--- src/rtl/bpg_pkg.sv ---
package bpg_pkg;
    localparam int CFG_AW = 6;
    localparam logic [CFG_AW-1:0] A_CTRL    = 6'd0;
    localparam logic [CFG_AW-1:0] A_SECCTL  = 6'd1;
    localparam logic [CFG_AW-1:0] A_STAT    = 6'd2;
    localparam logic [CFG_AW-1:0] A_WP_BASE = 6'd16;
    localparam logic [CFG_AW-1:0] A_SP_BASE = 6'd32;
    localparam logic [7:0] UNLOCK_KEY = 8'hAD;

    typedef enum logic [1:0] {
        ST_IDLE  = 2'd0,
        ST_CHECK = 2'd1,
        ST_FWD   = 2'd2,
        ST_RESP  = 2'd3
    } gate_state_e;

    typedef enum logic [1:0] {
        VD_PASS = 2'd0,
        VD_PROT = 2'd1,
        VD_SEC  = 2'd2
    } verdict_e;
endpackage

--- src/rtl/bpg_cfg_regs.sv ---
module bpg_cfg_regs
    import bpg_pkg::*;
#(
    parameter int NUM_PERIPH = 4,
    parameter int NUM_CORE   = 3,
    parameter int NUM_SYS    = 3,
    parameter int SYS_BASE   = 16,
    parameter int DATA_W     = 32
) (
    input  logic                         clk,
    input  logic                         rst_n,
    input  logic                         cfg_wen,
    input  logic [CFG_AW-1:0]            cfg_addr,
    input  logic [DATA_W-1:0]            cfg_wdata,
    output logic [DATA_W-1:0]            cfg_rdata,
    input  logic                         ev_prot,
    input  logic                         ev_sec,
    output logic [NUM_PERIPH*DATA_W-1:0] wp_flat,
    output logic [NUM_PERIPH-1:0]        secp,
    output logic                         lock_active,
    output logic                         wplk,
    output logic                         lwerr,
    output logic                         virq,
    output logic                         irq
);
    localparam int PIDX_W = (NUM_PERIPH > 1) ? $clog2(NUM_PERIPH) : 1;

    function automatic logic [DATA_W-1:0] keep_mask();
        logic [DATA_W-1:0] m;
        m = '0;
        for (int i = 0; i < NUM_CORE; i++) m[i] = 1'b1;
        for (int i = 0; i < NUM_SYS; i++)  m[SYS_BASE+i] = 1'b1;
        return m;
    endfunction

    localparam logic [DATA_W-1:0] WP_KEEP = keep_mask();

    logic [7:0]        key_q;
    logic              wplk_q, pen_q, sen_q;
    logic [DATA_W-1:0] wp_q [NUM_PERIPH];
    logic [NUM_PERIPH-1:0] sp_q;
    logic              lwerr_q, virq_q, pflag_q, sflag_q;

    logic [CFG_AW-1:0] wp_off, sp_off;
    logic              wp_hit, sp_hit, wp_frozen, lw_set;
    logic [3:0]        stat_clr;

    assign wp_off    = cfg_addr - A_WP_BASE;
    assign sp_off    = cfg_addr - A_SP_BASE;
    assign wp_hit    = (int'(cfg_addr) >= int'(A_WP_BASE)) &&
                       (int'(cfg_addr) <  int'(A_WP_BASE) + NUM_PERIPH);
    assign sp_hit    = (int'(cfg_addr) >= int'(A_SP_BASE)) &&
                       (int'(cfg_addr) <  int'(A_SP_BASE) + NUM_PERIPH);
    assign lock_active = (key_q != UNLOCK_KEY);
    assign wp_frozen = wplk_q && lock_active;
    assign lw_set    = cfg_wen && wp_hit && wp_frozen;
    assign stat_clr  = (cfg_wen && cfg_addr == A_STAT) ? cfg_wdata[3:0] : 4'b0;

    // control and secure control
    always_ff @(posedge clk or negedge rst_n) begin
        if (!rst_n) begin
            key_q  <= UNLOCK_KEY;
            wplk_q <= 1'b0;
            pen_q  <= 1'b0;
            sen_q  <= 1'b0;
        end else if (cfg_wen) begin
            if (cfg_addr == A_CTRL) begin
                key_q  <= cfg_wdata[7:0];
                wplk_q <= cfg_wdata[8];
                pen_q  <= cfg_wdata[9];
            end
            if (cfg_addr == A_SECCTL) sen_q <= cfg_wdata[0];
        end
    end

    // per-peripheral protect masks and secure bits
    always_ff @(posedge clk or negedge rst_n) begin
        if (!rst_n) begin
            for (int p = 0; p < NUM_PERIPH; p++) wp_q[p] <= '0;
            sp_q <= '0;
        end else if (cfg_wen) begin
            for (int p = 0; p < NUM_PERIPH; p++) begin
                if (wp_hit && !wp_frozen && wp_off == CFG_AW'(p))
                    wp_q[p] <= cfg_wdata & WP_KEEP;
                if (sp_hit && sp_off == CFG_AW'(p))
                    sp_q[p] <= cfg_wdata[0];
            end
        end
    end

    // sticky status, set wins over clear
    always_ff @(posedge clk or negedge rst_n) begin
        if (!rst_n) begin
            lwerr_q <= 1'b0;
            virq_q  <= 1'b0;
            pflag_q <= 1'b0;
            sflag_q <= 1'b0;
        end else begin
            lwerr_q <= (lwerr_q & ~stat_clr[0]) | lw_set;
            virq_q  <= (virq_q  & ~stat_clr[1]) | ev_prot | ev_sec;
            pflag_q <= (pflag_q & ~stat_clr[2]) | ev_prot;
            sflag_q <= (sflag_q & ~stat_clr[3]) | ev_sec;
        end
    end

    generate
        for (genvar p = 0; p < NUM_PERIPH; p++) begin : g_pack
            assign wp_flat[p*DATA_W +: DATA_W] = wp_q[p];
        end
    endgenerate

    assign secp  = sp_q;
    assign wplk  = wplk_q;
    assign lwerr = lwerr_q;
    assign virq  = virq_q;
    assign irq   = virq_q & ((pflag_q & pen_q) | (sflag_q & sen_q));

    always_comb begin
        cfg_rdata = '0;
        if (cfg_addr == A_CTRL) begin
            cfg_rdata[7:0] = key_q;
            cfg_rdata[8]   = wplk_q;
            cfg_rdata[9]   = pen_q;
        end else if (cfg_addr == A_SECCTL) begin
            cfg_rdata[0] = sen_q;
        end else if (cfg_addr == A_STAT) begin
            cfg_rdata[3:0] = {sflag_q, pflag_q, virq_q, lwerr_q};
        end else if (wp_hit) begin
            cfg_rdata = wp_q[wp_off[PIDX_W-1:0]];
        end else if (sp_hit) begin
            cfg_rdata[0] = sp_q[sp_off[PIDX_W-1:0]];
        end
    end
endmodule

--- src/rtl/bpg_access_check.sv ---
module bpg_access_check
    import bpg_pkg::*;
#(
    parameter int NUM_PERIPH = 4,
    parameter int NUM_CORE   = 3,
    parameter int NUM_SYS    = 3,
    parameter int SYS_BASE   = 16,
    parameter int DATA_W     = 32,
    parameter int RID_W      = 3,
    localparam int PIDX_W    = (NUM_PERIPH > 1) ? $clog2(NUM_PERIPH) : 1
) (
    input  logic                         chk_write,
    input  logic [RID_W-1:0]             chk_rid,
    input  logic                         chk_secure,
    input  logic [PIDX_W-1:0]            chk_periph,
    input  logic [NUM_PERIPH*DATA_W-1:0] wp_flat,
    input  logic [NUM_PERIPH-1:0]        secp,
    output verdict_e                     verdict
);
    localparam int NUM_REQ = NUM_CORE + NUM_SYS;

    logic [NUM_REQ-1:0] req_onehot;
    logic [NUM_REQ-1:0] mask_bits;
    logic               wp_hit_req;
    logic               sec_block;

    generate
        for (genvar r = 0; r < NUM_REQ; r++) begin : g_req
            localparam int BITPOS = (r < NUM_CORE) ? r : SYS_BASE + (r - NUM_CORE);
            assign req_onehot[r] = (chk_rid == RID_W'(r));
            assign mask_bits[r]  = wp_flat[int'(chk_periph)*DATA_W + BITPOS];
        end
    endgenerate

    assign wp_hit_req = |(req_onehot & mask_bits);
    assign sec_block  = secp[chk_periph] && !chk_secure;

    always_comb begin
        if (sec_block)                    verdict = VD_SEC;
        else if (chk_write && wp_hit_req) verdict = VD_PROT;
        else                              verdict = VD_PASS;
    end
endmodule

--- src/rtl/bpg_req_fsm.sv ---
module bpg_req_fsm
    import bpg_pkg::*;
#(
    parameter int PIDX_W = 2,
    parameter int OFF_W  = 8,
    parameter int DATA_W = 32,
    parameter int RID_W  = 3
) (
    input  logic              clk,
    input  logic              rst_n,
    input  logic              req_valid,
    output logic              req_ready,
    input  logic              req_write,
    input  logic [PIDX_W-1:0] req_periph,
    input  logic [OFF_W-1:0]  req_offset,
    input  logic [DATA_W-1:0] req_wdata,
    input  logic [RID_W-1:0]  req_rid,
    input  logic              req_secure,
    input  verdict_e          verdict,
    output logic              chk_write,
    output logic [RID_W-1:0]  chk_rid,
    output logic              chk_secure,
    output logic [PIDX_W-1:0] chk_periph,
    output logic              fwd_valid,
    output logic [OFF_W-1:0]  fwd_offset,
    output logic [DATA_W-1:0] fwd_wdata,
    input  logic              fwd_ready,
    input  logic [DATA_W-1:0] fwd_rdata,
    output logic              rsp_valid,
    output logic              rsp_err,
    output logic [DATA_W-1:0] rsp_rdata,
    output logic              ev_prot,
    output logic              ev_sec
);
    gate_state_e state_q, state_d;

    logic              wr_q, sec_q, err_q;
    logic [RID_W-1:0]  rid_q;
    logic [PIDX_W-1:0] per_q;
    logic [OFF_W-1:0]  off_q;
    logic [DATA_W-1:0] wdat_q, rdat_q;

    // state register
    always_ff @(posedge clk or negedge rst_n) begin
        if (!rst_n) state_q <= ST_IDLE;
        else        state_q <= state_d;
    end

    // transitions
    always_comb begin
        state_d = state_q;
        unique case (state_q)
            ST_IDLE:  if (req_valid) state_d = ST_CHECK;
            ST_CHECK: state_d = (verdict == VD_PASS) ? ST_FWD : ST_RESP;
            ST_FWD:   if (fwd_ready) state_d = ST_RESP;
            ST_RESP:  state_d = ST_IDLE;
            default:  state_d = ST_IDLE;
        endcase
    end

    // request capture and response data
    always_ff @(posedge clk or negedge rst_n) begin
        if (!rst_n) begin
            wr_q   <= 1'b0;
            sec_q  <= 1'b0;
            rid_q  <= '0;
            per_q  <= '0;
            off_q  <= '0;
            wdat_q <= '0;
            rdat_q <= '0;
            err_q  <= 1'b0;
        end else begin
            if (state_q == ST_IDLE && req_valid) begin
                wr_q   <= req_write;
                sec_q  <= req_secure;
                rid_q  <= req_rid;
                per_q  <= req_periph;
                off_q  <= req_offset;
                wdat_q <= req_wdata;
            end
            if (state_q == ST_CHECK && verdict != VD_PASS) begin
                err_q  <= 1'b1;
                rdat_q <= '0;
            end
            if (state_q == ST_FWD && fwd_ready) begin
                err_q  <= 1'b0;
                rdat_q <= wr_q ? '0 : fwd_rdata;
            end
        end
    end

    // outputs
    always_comb begin
        req_ready  = (state_q == ST_IDLE);
        fwd_valid  = (state_q == ST_FWD);
        rsp_valid  = (state_q == ST_RESP);
        rsp_err    = err_q;
        rsp_rdata  = rdat_q;
        ev_prot    = (state_q == ST_CHECK) && (verdict == VD_PROT);
        ev_sec     = (state_q == ST_CHECK) && (verdict == VD_SEC);
        chk_write  = wr_q;
        chk_rid    = rid_q;
        chk_secure = sec_q;
        chk_periph = per_q;
        fwd_offset = off_q;
        fwd_wdata  = wdat_q;
    end
endmodule

--- src/rtl/bus_prot_gate.sv ---
module bus_prot_gate
    import bpg_pkg::*;
#(
    parameter int NUM_PERIPH = 4,
    parameter int NUM_CORE   = 3,
    parameter int NUM_SYS    = 3,
    parameter int SYS_BASE   = 16,
    parameter int DATA_W     = 32,
    parameter int OFF_W      = 8,
    parameter int RID_W      = 3,
    localparam int PIDX_W    = (NUM_PERIPH > 1) ? $clog2(NUM_PERIPH) : 1
) (
    input  logic              clk,
    input  logic              rst_n,
    input  logic              req_valid,
    output logic              req_ready,
    input  logic              req_write,
    input  logic [PIDX_W-1:0] req_periph,
    input  logic [OFF_W-1:0]  req_offset,
    input  logic [DATA_W-1:0] req_wdata,
    input  logic [RID_W-1:0]  req_rid,
    input  logic              req_secure,
    output logic              fwd_valid,
    output logic              fwd_write,
    output logic [PIDX_W-1:0] fwd_periph,
    output logic [OFF_W-1:0]  fwd_offset,
    output logic [DATA_W-1:0] fwd_wdata,
    output logic              fwd_secure,
    input  logic              fwd_ready,
    input  logic [DATA_W-1:0] fwd_rdata,
    output logic              rsp_valid,
    output logic              rsp_err,
    output logic [DATA_W-1:0] rsp_rdata,
    input  logic              cfg_wen,
    input  logic [CFG_AW-1:0] cfg_addr,
    input  logic [DATA_W-1:0] cfg_wdata,
    output logic [DATA_W-1:0] cfg_rdata,
    output logic              irq
);
    logic [NUM_PERIPH*DATA_W-1:0] wp_flat;
    logic [NUM_PERIPH-1:0]        secp;
    logic                         lock_active, wplk, lwerr, virq;
    logic                         ev_prot, ev_sec;
    logic                         chk_write, chk_secure;
    logic [RID_W-1:0]             chk_rid;
    logic [PIDX_W-1:0]            chk_periph;
    verdict_e                     verdict;

    bpg_cfg_regs #(
        .NUM_PERIPH(NUM_PERIPH), .NUM_CORE(NUM_CORE), .NUM_SYS(NUM_SYS),
        .SYS_BASE(SYS_BASE), .DATA_W(DATA_W)
    ) u_cfg (
        .clk(clk), .rst_n(rst_n),
        .cfg_wen(cfg_wen), .cfg_addr(cfg_addr), .cfg_wdata(cfg_wdata),
        .cfg_rdata(cfg_rdata),
        .ev_prot(ev_prot), .ev_sec(ev_sec),
        .wp_flat(wp_flat), .secp(secp), .lock_active(lock_active),
        .wplk(wplk), .lwerr(lwerr), .virq(virq), .irq(irq)
    );

    bpg_access_check #(
        .NUM_PERIPH(NUM_PERIPH), .NUM_CORE(NUM_CORE), .NUM_SYS(NUM_SYS),
        .SYS_BASE(SYS_BASE), .DATA_W(DATA_W), .RID_W(RID_W)
    ) u_chk (
        .chk_write(chk_write), .chk_rid(chk_rid), .chk_secure(chk_secure),
        .chk_periph(chk_periph), .wp_flat(wp_flat), .secp(secp),
        .verdict(verdict)
    );

    bpg_req_fsm #(
        .PIDX_W(PIDX_W), .OFF_W(OFF_W), .DATA_W(DATA_W), .RID_W(RID_W)
    ) u_fsm (
        .clk(clk), .rst_n(rst_n),
        .req_valid(req_valid), .req_ready(req_ready), .req_write(req_write),
        .req_periph(req_periph), .req_offset(req_offset), .req_wdata(req_wdata),
        .req_rid(req_rid), .req_secure(req_secure),
        .verdict(verdict),
        .chk_write(chk_write), .chk_rid(chk_rid), .chk_secure(chk_secure),
        .chk_periph(chk_periph),
        .fwd_valid(fwd_valid), .fwd_offset(fwd_offset), .fwd_wdata(fwd_wdata),
        .fwd_ready(fwd_ready), .fwd_rdata(fwd_rdata),
        .rsp_valid(rsp_valid), .rsp_err(rsp_err), .rsp_rdata(rsp_rdata),
        .ev_prot(ev_prot), .ev_sec(ev_sec)
    );

    assign fwd_write  = chk_write;
    assign fwd_periph = chk_periph;
    assign fwd_secure = chk_secure;
endmodule

--- config.mk ---
export PLATFORM = sky130hd
export DESIGN_NAME = bus_prot_gate
export DESIGN_NICKNAME = d
export VERILOG_FILES = /design/src/rtl/bpg_pkg.sv /design/src/rtl/bpg_cfg_regs.sv /design/src/rtl/bpg_access_check.sv /design/src/rtl/bpg_req_fsm.sv /design/src/rtl/bus_prot_gate.sv
export SDC_FILE = /design/constraint.sdc
export NUM_CORES = 1
export LEC_CHECK = 0
export BUFFER_PORTS_ARGS = -buffer_cell sky130_fd_sc_hd__buf_2
export CAP_MARGIN = 10
export CORE_MARGIN = 1.5
export CORE_UTILIZATION = 49
export CTS_CLUSTER_SIZE = 10
export DETAILED_ROUTE_END_ITERATION = 8
export MAX_ROUTING_LAYER = met4
export PLACE_DENSITY = 0.81
export SYNTH_ARGS = -nofsm -noshare
export SYNTH_HDL_FRONTEND = slang
export SYNTH_SLANG_ARGS = --single-unit
--- constraint.sdc ---
create_clock -name clk -period 2.3 [get_ports clk]
set_input_delay 0.115 -clock clk [delete_from_list [all_inputs] [get_ports clk]]
set_output_delay 0.115 -clock clk [all_outputs]
set_load 0.05 [all_outputs]
Word level (Yosys, flattened, before mapping) --
Index checks and enable logic that the tools add are counted.
Cells by class: $add $sub $neg 7, $lt $le $gt $ge 13, equal/unequal tests 21, mux-type cells 45, bitwise gates (word level) 19, reductions and logical operators 44
Operators by type and width (count):
- 32-bit by 9-bit < comparator with 1-bit output, second input constant | 5
- 32-bit 2-to-1 mux | 5
- 32-bit binary-select mux with 2-bit select | 1
- 31-bit 2-to-1 mux | 2
- 1-bit binary-select mux with 7-bit select | 5
- 6-bit by 2-bit equality test with 1-bit output, second input constant | 5
- 28-bit 2-to-1 mux | 1
- 7-bit by 5-bit adder with 8-bit output, second input constant | 3
- 1-bit logical AND | 22
- 22-bit 2-to-1 mux | 1
- 2-bit AND reduction | 11
- 1-bit 2-to-1 mux | 20
- 6-bit by 1-bit equality test with 1-bit output, second input constant | 3
- 6-bit zero test | 3
- 10-bit 2-to-1 mux | 1
- 7-bit by 1-bit adder with 8-bit output, second input constant | 1
- 7-bit by 2-bit adder with 8-bit output, second input constant | 1
- 7-bit by 8-bit < comparator with 1-bit output, second input constant | 1
- 4-bit 2-to-1 mux | 2
- 8-bit inequality test, second input constant | 1
- 2-bit case mux with 4 select lines | 1
- 1-bit AND | 7
- 6-bit AND | 1
- 1-bit binary-select mux with 2-bit select | 3
- 24 further kinds | 43
Storage, ports and cells: bits in registers 125, bits of input ports 122, output and inout bits 113, logic and storage cells 174

Logic depth before layout (Yosys ltp) --
depth in word-level cells 13, gate-level depth with buffers 8, depth with buffers taken out 7

Hierarchy --
Synthesis repeated with hierarchy kept, for this count alone.
Second synthesis, totals: cell total of the unflattened synthesis 502, area total of the unflattened synthesis 6592.6 sq um
Modules (own cells, without submodules):
- bpg_req_fsm | times used 1, cells each 198, area an instance 3298.2 sq um, seq. area each 2052.0 sq um
- bpg_cfg_regs | times used 1, cells each 282, area an instance 3025.4 sq um, seq. area each 1082.3 sq um
- bpg_access_check | times used 1, cells each 22, area an instance 269.0 sq um, seq. area each 0.0 sq um

Worst setup path after synthesis --
No wires, ideal clock.
kind reg-to-reg, from reg u_fsm.per_q[1], in the netlist u_fsm.chk_periph[1], to reg u_fsm.err_q, in the netlist u_fsm.rsp_err, setup time 0.126 ns, arrival 2.108 ns, required time 2.174 ns, slack 0.066 ns, cell stages (with the launch flop) 6, buffers on the path 1, period minus slack after synthesis 2.234 ns, path through dfrtp_1 > buf_6 > mux4_1 > o2111ai_1 > nand3_2 > o31a_2
Between the ends: word-level cells in the longest chain between the ends 12, elaborated cells between the ends (all ways) 33, classes of those cells add/sub (5); mux (21); bitwise (1); reduce/logical (6)
RTL lines:
- from (decl) | RTL line bpg_req_fsm.sv:39 | logic [PIDX_W-1:0] per_q;
- from (signal assigned) | RTL line bpg_req_fsm.sv:77 | per_q <= req_periph;
- 7-bit by 1-bit adder with 8-bit output, or another cell as far along | RTL line bpg_access_check.sv:31 | assign mask_bits[r] = wp_flat[int'(chk_periph)*DATA_W + BITPOS];
- 1-bit binary-select mux with 7-bit select | RTL line bpg_access_check.sv:31
- 1-bit 2-to-1 mux (implied by the code) (2 in series) | RTL line bpg_access_check.sv:31
- 6-bit AND | RTL line bpg_access_check.sv:35 | assign wp_hit_req = |(req_onehot & mask_bits);
- 6-bit OR reduction | RTL line bpg_access_check.sv:35
- 1-bit logical AND | RTL line bpg_access_check.sv:40 | else if (chk_write && wp_hit_req) verdict = VD_PROT;
- 1-bit 2-to-1 mux | RTL line bpg_access_check.sv:40
- 2-bit 2-to-1 mux (*) | RTL line bpg_access_check.sv:39 | if (sec_block) verdict = VD_SEC;
- 2-bit nonzero test (*) | RTL line bpg_req_fsm.sv:81 | if (state_q == ST_CHECK && verdict != VD_PASS) begin
- 1-bit logical AND (*) | RTL line bpg_req_fsm.sv:81
- 2-bit nonzero test (no line) (*)
- to (signal assigned) | RTL line bpg_req_fsm.sv:71 | err_q <= 1'b0;
- to (signal assigned) | RTL line bpg_req_fsm.sv:82 | err_q <= 1'b1;
- to (signal assigned) | RTL line bpg_req_fsm.sv:86 | err_q <= 1'b0;
- to (decl) | RTL line bpg_req_fsm.sv:37 | logic wr_q, sec_q, err_q;
Mark *: on every way between the ends. The rest lies on a longest branch, timed or not. The select of a mux whose other input is x is not followed. A chain may end at the register's enable or synchronous reset.

Final worst setup path --
from reg u_cfg.key_q[5], to reg u_cfg.wp_q, in the netlist u_cfg.wp_flat[113]
Between the ends: word-level cells in the longest chain between the ends 6
RTL lines:
- from (decl) | RTL line bpg_cfg_regs.sv:38 | logic [7:0] key_q;
- from (signal assigned) | RTL line bpg_cfg_regs.sv:68 | key_q <= cfg_wdata[7:0];
- 8-bit inequality test | RTL line bpg_cfg_regs.sv:54 | assign lock_active = (key_q != UNLOCK_KEY);
- 1-bit logical AND | RTL line bpg_cfg_regs.sv:55 | assign wp_frozen = wplk_q && lock_active;
- 1-bit zero test | RTL line bpg_cfg_regs.sv:83 | if (wp_hit && !wp_frozen && wp_off == CFG_AW'(p))
- 1-bit logical AND (2 in series) | RTL line bpg_cfg_regs.sv:83
- 2-bit AND reduction (no line)
- to (signal, indexed assignment) | RTL line bpg_cfg_regs.sv:84 | wp_q[p] <= cfg_wdata & WP_KEEP;
- to (decl) | RTL line bpg_cfg_regs.sv:40 | logic [DATA_W-1:0] wp_q [NUM_PERIPH];
Every way passes these cells.

==> results.toml <==
[clocking]
htree_num_levels = 4
cts_setup_buffers = 0
clock_latency_ns = 0.42
clkTransAtPathRegs_ns = 0.05
tritoncts = "done"
numCtsBuffers = 17
cts-root-buf = "clkbuf_16"
clockBufferDepth = 2
clock_sinks = 125

[sta]
fin_tns_setup_ns = 0
period_share = 0.954
setup_viol = 0
hold_viol_final = 0
fin_ws_ns = 0.105
slew_headroom = 0.592
grt_setup_unrepaired = "no"
max_freq_mhz = 456
clock_skew_ns = 0.00797
tightest_slew_ns = 0.613
drv_slew = 0
post-route-min-period_ns = 2.19

[synthesis]
synth_commonest_cells = "dfrtp_1, mux2_2, nand2_1"
syn_avg_cell_area_um2 = 12.5
synth.most_common_cell = "dfrtp_1"
synth-edff-count = 0
synth_seq_area_share = 0.544
yosysWarnings = 0
yosys.area.top_type = "dfrtp_1"
async_flop_share = 1.00
synth_cell_type_count = 42
syn_area_um2 = 5770
syn_inst = 462
ys_seq_elements = 125
synthTopCellsByArea = "dfrtp_1, mux2_2, nand3_1"
synth.top_cell.area_share = 0.521
synth-main-ff-cell = "dfrtp_1"

[worst_setup_path]
cp-end-kind = "flip-flop"
cp-start-kind = "flip-flop"
critical_path_required_ns = 2.59
worstPathMaxFanout = 4
worstSetupPathType = "flip-flop to flip-flop"
arrival_ns = 2.48

[place]
dp_hpwl_um = 9660
port_buffers = 196
place_area_um2 = 6860
pre_cts_ws_ns = 0.0443
gp_congestion = 0.847
dp_cells = 788

[floorplan]
die_w_um = 111
num_rows = 39
dieArea_um2 = 12400
start_util = 0.503
io_pins = 235
die_y_um = 111
core_um2 = 11500

[routing]
first_pass_iters = 5
vias = 4790
viasPerCell = 5.26
wl_per_cell_um = 17.3
ant_nets = 0
drc = 0
first_iter_violations = 356
wirelength_um = 15700

[global_route]
grt_max_degree = 57
antenna_found_initial = 0
grt_pass1_vias = 5069
grt_use_total = 0.268
overflow = 0
grt_pass1_wl_um = 25200

[run]
cap_violations = 0

[status]
status = "finished clean"

[power]
powerDensity_nw_per_um2 = 1410
peakVddDrop_uv = 1250
p_leak_uw = 0.00418

[cells_and_area]
final_cells = 910
stdcell_area_um2 = 8430
fin_nets = 880
area_delta_synth_final_pct = 46.3
drive_above_1_share = 0.455
final_core_util = 0.735
diodes = 0

[hold_path]
hold_path_class = "primary input to flip-flop"
==> state kept, by name, summed over array words and instances, names as in the netlist <==
register          cells
u_cfg.lwerr           1
u_fsm.rsp_rdata      32
u_fsm.chk_write       1
u_fsm.fwd_wdata      32
u_cfg.pen_q           1
u_cfg.virq            1
u_fsm.state_q         2
u_cfg.wp_flat        24
u_fsm.chk_rid         3
u_fsm.fwd_offset      8
u_cfg.wplk            1
u_fsm.chk_periph      2
u_fsm.rsp_err         1
u_cfg.sen_q           1
u_cfg.secp            4
u_cfg.key_q           8
u_cfg.pflag_q         1
u_fsm.chk_secure      1
u_cfg.sflag_q         1
==> power by group <==
part           internal (uW)  switching (uW)  leakage, uW  total, uW
clock network           2040             942     0.000322       2980
logic                   1560            3720      0.00229       5280
registers               3030             568      0.00156       3600
total                   6620            5230      0.00418      11900
==> cells by family (layout without fill, tap and decap cells) <==
| family | Yosys count | after routing | synth area share |
|---|---|---|---|
| muxes | 106 | 106 | 0.232 |
| adders and majority gates | 4 | 4 | 0.00868 |
| DFF | 125 | 125 | 0.544 |
| other | 1 | 19 | 0.000650 |
| buffers and inverters | 52 | 339 | 0.0540 |
| AOI/OAI and AO/OA | 49 | 49 | 0.0517 |
| and+or+nand+nor | 125 | 125 | 0.110 |
==> stage by stage <==
stage,power [uW],hold slack [ns]
CTS,11800,0.0292
global route,12300,0.0330
finish,11900,0.0387
floorplan,7420,-0.181
detailed placement,8680,0.171
global placement,8520,0.155
==> path summary, 6_finish.rpt <==
check                                     from  depth (start not counted)  slack [ns]                   to
worst min register to register     u_cfg.lwerr                          2        0.50          u_cfg.lwerr
worst max-delay path            u_cfg.key_q[5]                          6        0.11   u_cfg.wp_flat[113]
worst max register to register  u_cfg.key_q[5]                          6        0.11   u_cfg.wp_flat[113]
max in group asynchronous                rst_n                          3        1.27       u_cfg.key_q[3]
min in group asynchronous                rst_n                          2        0.28  u_fsm.fwd_wdata[21]
worst min-delay path              cfg_wdata[1]                          2        0.04    u_cfg.wp_flat[97]
==> worst max-delay path, cell delays in order (launching register included) <==
cell,delay (ns)
dfstp_2,0.53
or4bb_1,0.51
o21ai_2,0.16
and2b_1,0.21
and3_1,0.20
buf_4,0.14
mux2_1,0.33
==> layer usage <==
layer | wire (um) | track usage | up-vias | share of wire
met5 | 0 | - | - | 0
met3 | 879 | 0.0637 | 36 | 0.056
met2 | 8200 | 0.463 | 230 | 0.52
met4 | 403 | 0.105 | 0 | 0.026
li1 | - | - | 2189 | -
met1 | 6240 | 0.302 | 2335 | 0.40
==> timing repair <==
| action | in CTS | in global routing |
|---|---|---|
| endpoints found under the hold margin | 144 | 0 |
| hold buffers | 90 | 0 |
| setup endpoints to repair | 0 | 35 |
| gates resized for setup | 0 | 3 |
==> cell type report <==
type / instances / area (um2)
clock buffer: 22 / 484
clock inverter: 10 / 184
fill: 712 / 3030
inverter: 7 / 26.3
multi-input combinational: 303 / 2400
sequential: 125 / 3140
tap: 143 / 179
timing repair buffer: 300 / 2030
==> layout by cell type, fill, tap and decap left out, drive strengths merged, types with 2 or more instances in the layout <==
cell,Yosys,final
a22o,2,2
and2b,2,2
nor2,7,7
o21ai,34,34
bufinv,0,5
dfrtp,120,120
dfstp,5,5
buf,30,210
nor3,3,3
clkinvlp,0,2
ha,4,4
mux4,12,12
a22oi,6,6
mux2i,7,7
and2,10,10
inv,7,7
nand2,51,51
clkinv,0,3
conb,1,19
and3,2,2
nand3,39,39
clkbuf,15,22
nor2b,6,6
mux2,87,87
dlygate4sd3,0,90
No activity file was read; power rests on OpenSTA's default activity.
